## config.mk

```make
export PLATFORM = sky130hd
export DESIGN_NAME = adc_sout
export DESIGN_NICKNAME = d
export VERILOG_FILES = /design/src/rtl/adc_sout_pkg.sv /design/src/rtl/adc_sout_sync.sv /design/src/rtl/adc_sout_edge.sv /design/src/rtl/adc_sout_hold.sv /design/src/rtl/adc_sout_frame.sv /design/src/rtl/adc_sout.sv
export SDC_FILE = /design/constraint.sdc
export NUM_CORES = 1
export LEC_CHECK = 0
export ABC_CLOCK_PERIOD_IN_PS = 1300
export BUFFER_PORTS_ARGS = -buffer_cell sky130_fd_sc_hd__buf_2
export CORE_MARGIN = 2
export CORE_UTILIZATION = 28
export CTS_CLUSTER_SIZE = 20
export DETAILED_ROUTE_END_ITERATION = 7
export PLACE_DENSITY_LB_ADDON = 0.2
export SLEW_MARGIN = 20
export SYNTH_ARGS = -nofsm -noshare
export SYNTH_HDL_FRONTEND = slang
export SYNTH_HIERARCHICAL = 1
export SYNTH_SLANG_ARGS = --single-unit
```

## constraint.sdc

```tcl
create_clock -name clk -period 1.3 [get_ports clk]
set_input_delay 0.13 -clock clk [delete_from_list [all_inputs] [get_ports clk]]
set_output_delay 0.13 -clock clk [all_outputs]
set_load 0.05 [all_outputs]
```

## src/rtl/adc_sout_pkg.sv

```systemverilog
package adc_sout_pkg;

    // Edge information for one synchronized input
    typedef struct packed {
        logic lvl;
        logic rise;
        logic fall;
    } edge_t;

    // What the frame controller does in a given system-clock cycle
    typedef enum logic [1:0] {
        EV_IDLE    = 2'd0,
        EV_RESYNC  = 2'd1,
        EV_START   = 2'd2,
        EV_ADVANCE = 2'd3
    } frame_ev_e;

endpackage

```

## src/rtl/adc_sout_sync.sv

```systemverilog
module adc_sout_sync #(
    parameter int               WIDTH   = 2,
    parameter int               STAGES  = 2,
    parameter logic [WIDTH-1:0] RST_VAL = '0
) (
    input  logic             clk,
    input  logic             rst_n,
    input  logic [WIDTH-1:0] async_i,
    output logic [WIDTH-1:0] sync_o
);

    logic [WIDTH-1:0] chain_q [STAGES];

    genvar s;
    generate
        for (s = 0; s < STAGES; s++) begin : g_stage
            logic [WIDTH-1:0] stage_d;
            if (s == 0) begin : g_first
                assign stage_d = async_i;
            end else begin : g_next
                assign stage_d = chain_q[s-1];
            end
            always_ff @(posedge clk or negedge rst_n) begin
                if (!rst_n) chain_q[s] <= RST_VAL;
                else        chain_q[s] <= stage_d;
            end
        end
    endgenerate

    assign sync_o = chain_q[STAGES-1];

endmodule

```

## src/rtl/adc_sout_edge.sv

```systemverilog
module adc_sout_edge
    import adc_sout_pkg::*;
#(
    parameter logic RST_VAL = 1'b0
) (
    input  logic  clk,
    input  logic  rst_n,
    input  logic  lvl_i,
    output edge_t edge_o
);

    logic prev_d, prev_q;

    always_comb begin
        prev_d      = lvl_i;
        edge_o.lvl  = lvl_i;
        edge_o.rise = lvl_i & ~prev_q;
        edge_o.fall = ~lvl_i & prev_q;
    end

    always_ff @(posedge clk or negedge rst_n) begin
        if (!rst_n) prev_q <= RST_VAL;
        else        prev_q <= prev_d;
    end

endmodule

```

## src/rtl/adc_sout_hold.sv

```systemverilog
module adc_sout_hold #(
    parameter int DATA_W = 12
) (
    input  logic              clk,
    input  logic              rst_n,
    input  logic              load_i,
    input  logic [DATA_W-1:0] data_i,
    output logic [DATA_W-1:0] data_o
);

    logic [DATA_W-1:0] word_d, word_q;

    always_comb begin
        word_d = word_q;
        if (load_i) word_d = data_i;
    end

    always_ff @(posedge clk or negedge rst_n) begin
        if (!rst_n) word_q <= '0;
        else        word_q <= word_d;
    end

    assign data_o = word_q;

endmodule

```

## src/rtl/adc_sout_frame.sv

```systemverilog
module adc_sout_frame
    import adc_sout_pkg::*;
#(
    parameter int DATA_W  = 12,
    parameter int FRAME_W = 16,
    parameter int CNT_W   = $clog2(FRAME_W)
) (
    input  logic              clk,
    input  logic              rst_n,
    input  logic              sck_lvl_i,
    input  logic              sck_rise_i,
    input  logic              sck_fall_i,
    input  logic              cnv_fall_i,
    input  logic [DATA_W-1:0] word_i,
    output logic              sdo_o,
    output logic              oe_o,
    output logic [CNT_W-1:0]  bit_cnt_o
);

    localparam int               PAD_W    = FRAME_W - DATA_W;
    localparam logic [CNT_W-1:0] LAST_BIT = CNT_W'(FRAME_W - 1);

    typedef struct packed {
        logic [FRAME_W-1:0] shift;
        logic [CNT_W-1:0]   cnt;
        logic               oe;
        logic               sdo;
    } state_t;

    state_t    st_d, st_q;
    frame_ev_e ev;
    logic [FRAME_W-1:0] snap;

    // Frame image: zero padding above the result, chosen by generate
    generate
        if (PAD_W > 0) begin : g_pad
            assign snap = {{PAD_W{1'b0}}, word_i};
        end else begin : g_nopad
            assign snap = word_i[FRAME_W-1:0];
        end
    endgenerate

    // Event priority: resync beats a coincident serial-clock edge
    always_comb begin
        if (cnv_fall_i && !sck_lvl_i)  ev = EV_RESYNC;
        else if (sck_rise_i && !st_q.oe) ev = EV_START;
        else if (sck_fall_i && st_q.oe)  ev = EV_ADVANCE;
        else                             ev = EV_IDLE;
    end

    always_comb begin
        st_d = st_q;
        unique case (ev)
            EV_RESYNC: begin
                st_d.cnt = '0;
                st_d.oe  = 1'b0;
                st_d.sdo = 1'b0;
            end
            EV_START: begin
                st_d.shift = snap;
                st_d.cnt   = '0;
                st_d.oe    = 1'b1;
                st_d.sdo   = snap[FRAME_W-1];
            end
            EV_ADVANCE: begin
                if (st_q.cnt == LAST_BIT) begin
                    st_d.cnt = '0;
                    st_d.oe  = 1'b0;
                    st_d.sdo = 1'b0;
                end else begin
                    st_d.cnt   = st_q.cnt + 1'b1;
                    st_d.shift = {st_q.shift[FRAME_W-2:0], 1'b0};
                    st_d.sdo   = st_q.shift[FRAME_W-2];
                end
            end
            default: ;
        endcase
    end

    always_ff @(posedge clk or negedge rst_n) begin
        if (!rst_n) st_q <= '0;
        else        st_q <= st_d;
    end

    assign sdo_o     = st_q.sdo;
    assign oe_o      = st_q.oe;
    assign bit_cnt_o = st_q.cnt;

endmodule

```

## src/rtl/adc_sout.sv

```systemverilog
module adc_sout
    import adc_sout_pkg::*;
#(
    parameter int DATA_W      = 12,
    parameter int FRAME_W     = 16,
    parameter int SYNC_STAGES = 2
) (
    input  logic              clk,
    input  logic              rst_n,
    input  logic              load_i,
    input  logic [DATA_W-1:0] result_i,
    input  logic              cnv_i,
    input  logic              sck_i,
    output logic              sdo_o,
    output logic              sdo_oe_o
);

    localparam int CNT_W = $clog2(FRAME_W);

    logic [1:0]        raw, synced;
    edge_t             sck_ev, cnv_ev;
    logic              sck_lvl, sck_rise, sck_fall, cnv_fall;
    logic [DATA_W-1:0] word;
    logic [CNT_W-1:0]  bit_cnt;

    assign raw = {cnv_i, sck_i};

    adc_sout_sync #(
        .WIDTH  (2),
        .STAGES (SYNC_STAGES),
        .RST_VAL(2'b00)
    ) u_sync (
        .clk    (clk),
        .rst_n  (rst_n),
        .async_i(raw),
        .sync_o (synced)
    );

    adc_sout_edge #(.RST_VAL(1'b0)) u_sck_edge (
        .clk   (clk),
        .rst_n (rst_n),
        .lvl_i (synced[0]),
        .edge_o(sck_ev)
    );

    adc_sout_edge #(.RST_VAL(1'b0)) u_cnv_edge (
        .clk   (clk),
        .rst_n (rst_n),
        .lvl_i (synced[1]),
        .edge_o(cnv_ev)
    );

    assign sck_lvl  = sck_ev.lvl;
    assign sck_rise = sck_ev.rise;
    assign sck_fall = sck_ev.fall;
    assign cnv_fall = cnv_ev.fall;

    adc_sout_hold #(.DATA_W(DATA_W)) u_hold (
        .clk   (clk),
        .rst_n (rst_n),
        .load_i(load_i),
        .data_i(result_i),
        .data_o(word)
    );

    adc_sout_frame #(
        .DATA_W (DATA_W),
        .FRAME_W(FRAME_W),
        .CNT_W  (CNT_W)
    ) u_frame (
        .clk       (clk),
        .rst_n     (rst_n),
        .sck_lvl_i (sck_lvl),
        .sck_rise_i(sck_rise),
        .sck_fall_i(sck_fall),
        .cnv_fall_i(cnv_fall),
        .word_i    (word),
        .sdo_o     (sdo_o),
        .oe_o      (sdo_oe_o),
        .bit_cnt_o (bit_cnt)
    );

endmodule

```

* After elaboration in Yosys (flattened, before gate mapping)
Index checks and enable logic that the tools add are counted.
** Word-level totals
- Output and inout bits :: 2
- Bits of input ports :: 17
- Flip-flop bits (word level) :: 39
- Logic and storage cells :: 40
** Cells by class
- Bitwise gates (word level) :: 6
- Equal/unequal tests :: 6
- Reduce and logical (&&, ||, !) cells :: 9
- Add/subtract/negate cells :: 1
- Muxes and demuxes :: 9
** Operators with widths (count)
- $pmux W15 S2 :: 1
- $pmux W6 S3 :: 1
- $mux W15 :: 1
- $mux W2 :: 3
- $add A4 B1 Y4 const B :: 1
- $eq A2 B2 Y1 const B :: 2
- $eq A4 B4 Y1 const B :: 1
- $mux W4 :: 1
- $reduce_and A2 Y1 :: 2
- $and A1 B1 Y1 :: 3
- $logic_and A1 B1 Y1 :: 3
- $not A1 Y1 :: 3
- $reduce_bool A3 Y1 :: 1
- $eq A2 B1 Y1 const B :: 1
- $logic_not A1 Y1 :: 2
- $mux W1 :: 2
- $ne A2 B1 Y1 const B :: 1
- $ne A2 B2 Y1 const B :: 1
- $reduce_bool A2 Y1 :: 1

* Depth between registers and ports, before layout
Gate-level depths: netlist of run 1.
- Depth in word-level cells :: 9
- Gate-level depth with buffers :: 7
- Gate-level depth less buffers :: 5

* By module
The synthesis of run 1 kept the hierarchy.
** Modules (own cells, without submodules)
- adc_sout_frame :: area an instance 1024.7 um2, cells each 91, instances 1, seq. area each 525.5 um2
- adc_sout_hold :: area an instance 484.2 um2, cells each 25, instances 1, seq. area each 300.3 um2
- adc_sout_sync :: area an instance 100.1 um2, cells each 4, instances 1, seq. area each 100.1 um2
- adc_sout_edge :: area an instance 47.5 um2, cells each 4, instances 2, seq. area each 25.0 um2

* Worst setup path after synthesis of run 1
OpenSTA, ideal clock, no wires.
- Kind :: register to register
- From :: reg u_frame.st_q, in the netlist u_frame/oe_o
- To :: reg u_frame/st_q[10] in the netlist's numbering
- Cell stages (with the launch flop) :: 7
- Path buffers :: 2
- Arrival time :: 1.455 ns
- Path slack :: -0.274 ns
- Required time :: 1.181 ns
- Setup time :: 0.119 ns
- Period minus slack after synthesis :: 1.574 ns
- Cell sequence :: dfrtp_1 nand2b_4 nand2b_4 buf_6 buf_6 nand2_4 o21a_1
** On the way
- Word-level cells in the longest chain between the ends :: 7
- Elaborated cells on any way between the ends :: 12
- Those cells by class :: eq/ne (3); mux (4); reduce/logical (5)
** RTL lines
- from (decl) :: line adc_sout_frame.sv:30 : state_t st_d, st_q;
- from (signal assigned) :: line adc_sout_frame.sv:82 : else st_q <= st_d;
- $logic_and A1 B1 Y1 or $logic_not A1 Y1 (tied branches) :: line adc_sout_frame.sv:47, adc_sout_frame.sv:46
- $mux W2 or $logic_and A1 B1 Y1 (tied branches) :: line adc_sout_frame.sv:47, adc_sout_frame.sv:46
- $mux W2 * :: line adc_sout_frame.sv:46 : else if (sck_rise_i && !st_q.oe) ev = EV_START;
- $mux W2 * :: line adc_sout_frame.sv:45 : if (cnv_fall_i && !sck_lvl_i) ev = EV_RESYNC;
- $eq A2 B2 Y1 :: line adc_sout_frame.sv:53 : unique case (ev)
- $ne A2 B2 Y1 (no line) or $reduce_bool A2 Y1 (tied branches)
- $reduce_and A2 Y1 (no line)
Mark *: on every way between the ends. The rest lies on a longest branch, timed or not.
A chain may end at the register's enable or synchronous reset.

==> flow_summary.toml, run 1 <==
[outcome]
status = "complete, but fails checks"
violations = "setup timing"

[layout]
drive_gt1_frac = 0.4634
nets = 181
n_antenna_cell = 0
final_cell_mix = "38 x dfrtp_1, 18 x buf_2, 14 x buf_4"
area_delta_synth_final_pct = 28.11
finalNonFillerCells = 239
final_common_cell = "dfrtp_1"

[critical_path]
cp_data_arrival_time_ps = 1580
cp_max_fo = 9
crit_type = "flip-flop to flip-flop"
crit_required_ps = 1480
end_kind = "flip-flop"
r2r_slack_ps = -100
cp-start-kind = "flip-flop"
cp_cell_sequence = "and2b_2, and2_4, nand3_4, o22a_1, o21a_1"
cpLargestDelayFamily = "simple AND/OR/NAND/NOR gates"
cp_num_buf_inv = 0
crit-reg2reg-launch = "u_sync/sync_o[0]"
cp-startpoint = "u_sync/sync_o[0]"
cpPeakStageDelay_ps = 400
reg2reg_to = "u_frame/st_q[15]"
slowest_stage = "dfrtp_1"
reg2regPathDepth = 5

[synthesis]
syn_area_um2 = 1660
avgSynthCellArea_um2 = 13.61
synth_nets = 140
netlist_instances = 122
ys_warn_count = 6

[drt]
avgViaCountPerCell = 4.536
antenna_left = 0
first_pass_iters = 2
wl_per_cell_um = 13.21
drtIter0Drc = 22
remaining_drc_errors = 0
wl_um = 3157
vias = 1084

[sta]
slew_viol_final = 0
fin_crit_sh = 1.079
hold_violations = 0
worst_pin_slew_ps = 460.3
slew_headroom = 0.6931
fin_crit_ps = 1403
max_freq_mhz = 713.0
finalWorstSetupSlack_ps = -102.5
skew_ps = 5.340
grt_setup_unrepaired = "true"
setup_viol_count_final = 15

[power_and_ir_drop]
cellLeakagePower_nw = 0.9501
p_per_area_nw_per_um2 = 1485
ir_worst_vdd_mv = 0.5618
power.total_mw = 3.159

[place]
gp_congestion = 0.7569
dp_slack_ps = -160.1
port-buffer-count = 18
hpwl_um = 2034
dp_cells = 220

[floorplan]
die_h_um = 81.01
start_util = 0.2855
die_area_um2 = 6562
design.core.area_um2 = 5816
die_w_um = 81.01
ios = 19
num_rows = 28

[cts]
cts_sinks = 39
cts_max_path_buffers = 2
cts_tree = "yes"
cts_buffers = 5
clkTransAtPathRegs_ps = 70
h-tree-depth = 2
clk_latency_ps = 280
ctsRootBufferMaster = "clkbuf_8"

[worst_hold_path]
hold_class = "input port to flip-flop"
worstHoldStart = "result_i[0]"
hold_end = "u_hold/data_o[0]"
hold_path_depth = 2

[global_route]
grt_pass1_wl_um = 5085
grt_overflow = 0
grt_antenna_before_repair = 0
grt_pass1_vias = 1086
grt_max_degree = 22
grtUsageTotal = 0.1006

[job]
cap_violations = 0
per-stage QoR:
stage	hold slack, ps	setup TNS [ps]	util	instance area (um2)
2_1_floorplan	-165.6	-1178	-	1667
3_3_place_gp	92.28	-1547	0.3242	1886
3_5_place_dp	106.1	-2135	0.3242	1886
4_1_cts	62.55	-1240	0.3500	2036
5_1_grt	62.53	-2587	0.3657	2127
6_report	69.07	-1149	0.3657	2127
routing by layer:
metal,wire length (um),up-vias,global-route usage,part of all wire
li1,-,523,-,-
met1,1534,539,0.1397,0.49
met2,1485,16,0.1488,0.47
met3,98,6,0.03000,0.031
met4,38,0,0.03559,0.012
met5,0,-,0,0
layout make-up:
class,instances,area [um2]
timing repair buffer,37,256.5
tap,75,93.84
fill,606,3689
inverter,2,7.507
multi-input combinational,78,710.7
sequential,39,977.2
clock buffer,7,76.32
clock inverter,1,5.005
sequential cells by signal, summed over array words and instances, names as in the netlist:
register,flops
u_sync/sync_o,2
u_frame/st_q,15
u_frame/sdo_o,1
u_frame/oe_o,1
u_cnv_edge/prev_q,1
u_sync/g_stage.stage_d,2
u_frame/bit_cnt_o,4
u_hold/data_o,12
u_sck_edge/prev_q,1
power breakdown:
group / switching (mW) / internal (mW)
Combinational: 0.315 / 0.393
Sequential: 0.169 / 1.51
Clock: 0.395 / 0.376
Total: 0.879 / 2.28
worst max-delay path by stage:
stage | end | depth (start not counted)
after global placement | u_frame/st_q[9] | 5
after detailed placement | u_frame/st_q[15] | 5
after floorplan | u_frame/st_q[16] | 6
final | u_frame/st_q[15] | 5
after CTS | u_frame/st_q[10] | 5
after global routing | u_frame/st_q[11] | 5
worst register-to-register path: cells and delay by family, from the launching register on:
kind | cells | cell delay, ps
AND/OR/NAND/NOR | 3 | 560
flip-flops | 1 | 400
AO/OA/AOI/OAI | 2 | 330
timing repair:
action / in CTS / in global routing
pin swaps: 0 / 6
setup endpoints to repair: 20 / 21
gates cloned: 1 / 1
resized for setup: 5 / 17
endpoints found under the hold margin: 20 / 0
setup buffers: 2 / 4
hold buffers: 3 / 0
Power figures use the tool's default switching activity.
==> run 2, diff against run 1 <==
--- a/config.mk
+++ b/config.mk
@@ -11,7 +11,7 @@
 export CORE_UTILIZATION = 28
 export CTS_CLUSTER_SIZE = 20
 export DETAILED_ROUTE_END_ITERATION = 7
-export PLACE_DENSITY_LB_ADDON = 0.2
+export GPL_TIMING_DRIVEN = 0
 export SLEW_MARGIN = 20
 export SYNTH_ARGS = -nofsm -noshare
 export SYNTH_HDL_FRONTEND = slang
==> flow_summary.toml, run 2 (synthesis results as in run 1) <==
[outcome]
status = "complete, but fails checks"
violations = "setup timing"

[cts]
h-tree-depth = 2
ctsRootBufferMaster = "clkbuf_8"
clk_latency_ps = 290
cts_sinks = 39
cts_max_path_buffers = 2
cts_buffers = 5
cts_tree = "yes"
clkTransAtPathRegs_ps = 70

[critical_path]
crit_type = "flip-flop to flip-flop"
crit-reg2reg-launch = "u_sync/sync_o[0]"
cp_max_fo = 4
cp-start-kind = "flip-flop"
crit_required_ps = 1480
reg2reg_to = "u_frame/st_q[9]"
cp_data_arrival_time_ps = 1620
r2r_slack_ps = -140
end_kind = "flip-flop"
reg2regPathDepth = 6

[floorplan]
die_h_um = 81.01
die_area_um2 = 6562
start_util = 0.2855
ios = 19
num_rows = 28
design.core.area_um2 = 5816
die_w_um = 81.01

[layout]
largest_reg_flops = 15
fill_cells = 581
area_delta_synth_final_pct = 26.30
final_common_cell = "dfrtp_1"
n_antenna_cell = 0
drive_gt1_frac = 0.4241
nets = 175
final_cell_mix = "38 x dfrtp_1, 18 x buf_2, 10 x o22a_1, 10 x o21a_1, 10 x mux2_4"
largest_register = "u_frame/st_q"

[drt]
vias = 1047
avgViaCountPerCell = 4.494
drtIter0Drc = 31
first_pass_iters = 3
antenna_left = 0
wl_per_cell_um = 12.96
remaining_drc_errors = 0
wl_um = 3020

[worst_hold_path]
hold_class = "input port to flip-flop"
worstHoldStart = "result_i[6]"
hold_end = "u_hold/data_o[6]"
hold_path_depth = 2

[power_and_ir_drop]
p_per_area_nw_per_um2 = 1566
power.total_mw = 3.285
ir_worst_vdd_mv = 0.9053
cellLeakagePower_nw = 0.9376

[global_route]
grt_max_degree = 40
grt_pass1_wl_um = 4747
grt_overflow = 0
grt_pass1_vias = 1007
grtUsageTotal = 0.09681
grt_antenna_before_repair = 0

[sta]
skew_ps = 5.030
setup_viol_count_final = 15
finalWorstSetupSlack_ps = -140.7
slew_viol_final = 0
fin_crit_ps = 1441
hold-worst-slack_ps = 71.33
grt_setup_unrepaired = "true"
hold_violations = 0
fin_crit_sh = 1.108
slew_headroom = 0.4317
fin_tns_setup_ps = -1608
worst_pin_slew_ps = 852.4
max_freq_mhz = 694.1

[job]
cap_violations = 0

[place]
hpwl_um = 1831
dp_slack_ps = -214.2
gp_congestion = 0.7068
port-buffer-count = 18
## run 2: cell types whose count changed in the layout (fill, tap and decap cells not counted), sizes merged
cell,before,now
buf,34,28
clkbuf,7,9
clkinv,1,0
nand3,9,8
## run 2: final cells by class
type	count	area (um2)	share of cell area
flip-flops and latches	39	977.2	0.4660
multi-input cells	77	675.6	0.3222
repair buffers	28	197.7	0.09427
clock buffers	8	100.1	0.04773
well taps	75	93.84	0.04475
plain buffers	4	45.04	0.02148
inverters	2	7.507	0.003580
## run 2: repair_timing
action | CTS | global route
setup endpoints to repair | 20 | 20
gates cloned | 0 | 2
endpoints found under the hold margin | 41 | 0
gates resized for setup | 7 | 10
setup buffers | 3 | 3
hold buffers | 3 | 0
pin swaps | 0 | 4
## run 2: per-stage QoR
| step | instance area [um2] | util | std cells |
|---|---|---|---|
| finish | 2097 | 0.3606 | 233 |
| global route | 2097 | 0.3606 | 233 |
| CTS | 2011 | 0.3457 | 228 |
| detailed placement | 1851 | 0.3182 | 215 |
| global placement | 1851 | 0.3182 | 215 |
| floorplan | 1667 | - | 122 |
## run 2: layer usage
metal	vias up	share of wire	wire length (um)	track usage
li1	511	-	-	-
met1	515	0.48	1449	0.1251
met2	17	0.47	1415	0.1504
met3	4	0.039	119	0.03333
met4	0	0.012	36	0.03559
met5	-	0	0	0
## run 2: power by group
part | switching, mW | leakage, nW | internal [mW]
clock | 0.407 | 0.0515 | 0.484
combinational | 0.304 | 0.425 | 0.391
sequential | 0.188 | 0.461 | 1.51
total | 0.898 | 0.938 | 2.39
## run 2: critical path, cell delays in order, from the launching register on
cell,delay [ps]
dfrtp_1,400
and2b_2,250
and2_4,150
nand3_4,80
buf_6,140
o22a_1,200
o21a_1,100
## run 2: worst max path at each step
stage | startpoint | endpoint | slack, ps | cells after the start
global route | u_sync/sync_o[0] | u_frame/st_q[11] | -190 | 6
CTS | u_sync/sync_o[0] | u_frame/st_q[11] | -130 | 6
floorplan | u_frame/oe_o | u_frame/st_q[16] | -120 | 6
finish | u_sync/sync_o[0] | u_frame/st_q[9] | -140 | 6
global placement | u_sync/sync_o[0] | u_frame/st_q[16] | -200 | 6
detailed placement | u_sync/sync_o[0] | u_frame/st_q[16] | -210 | 6
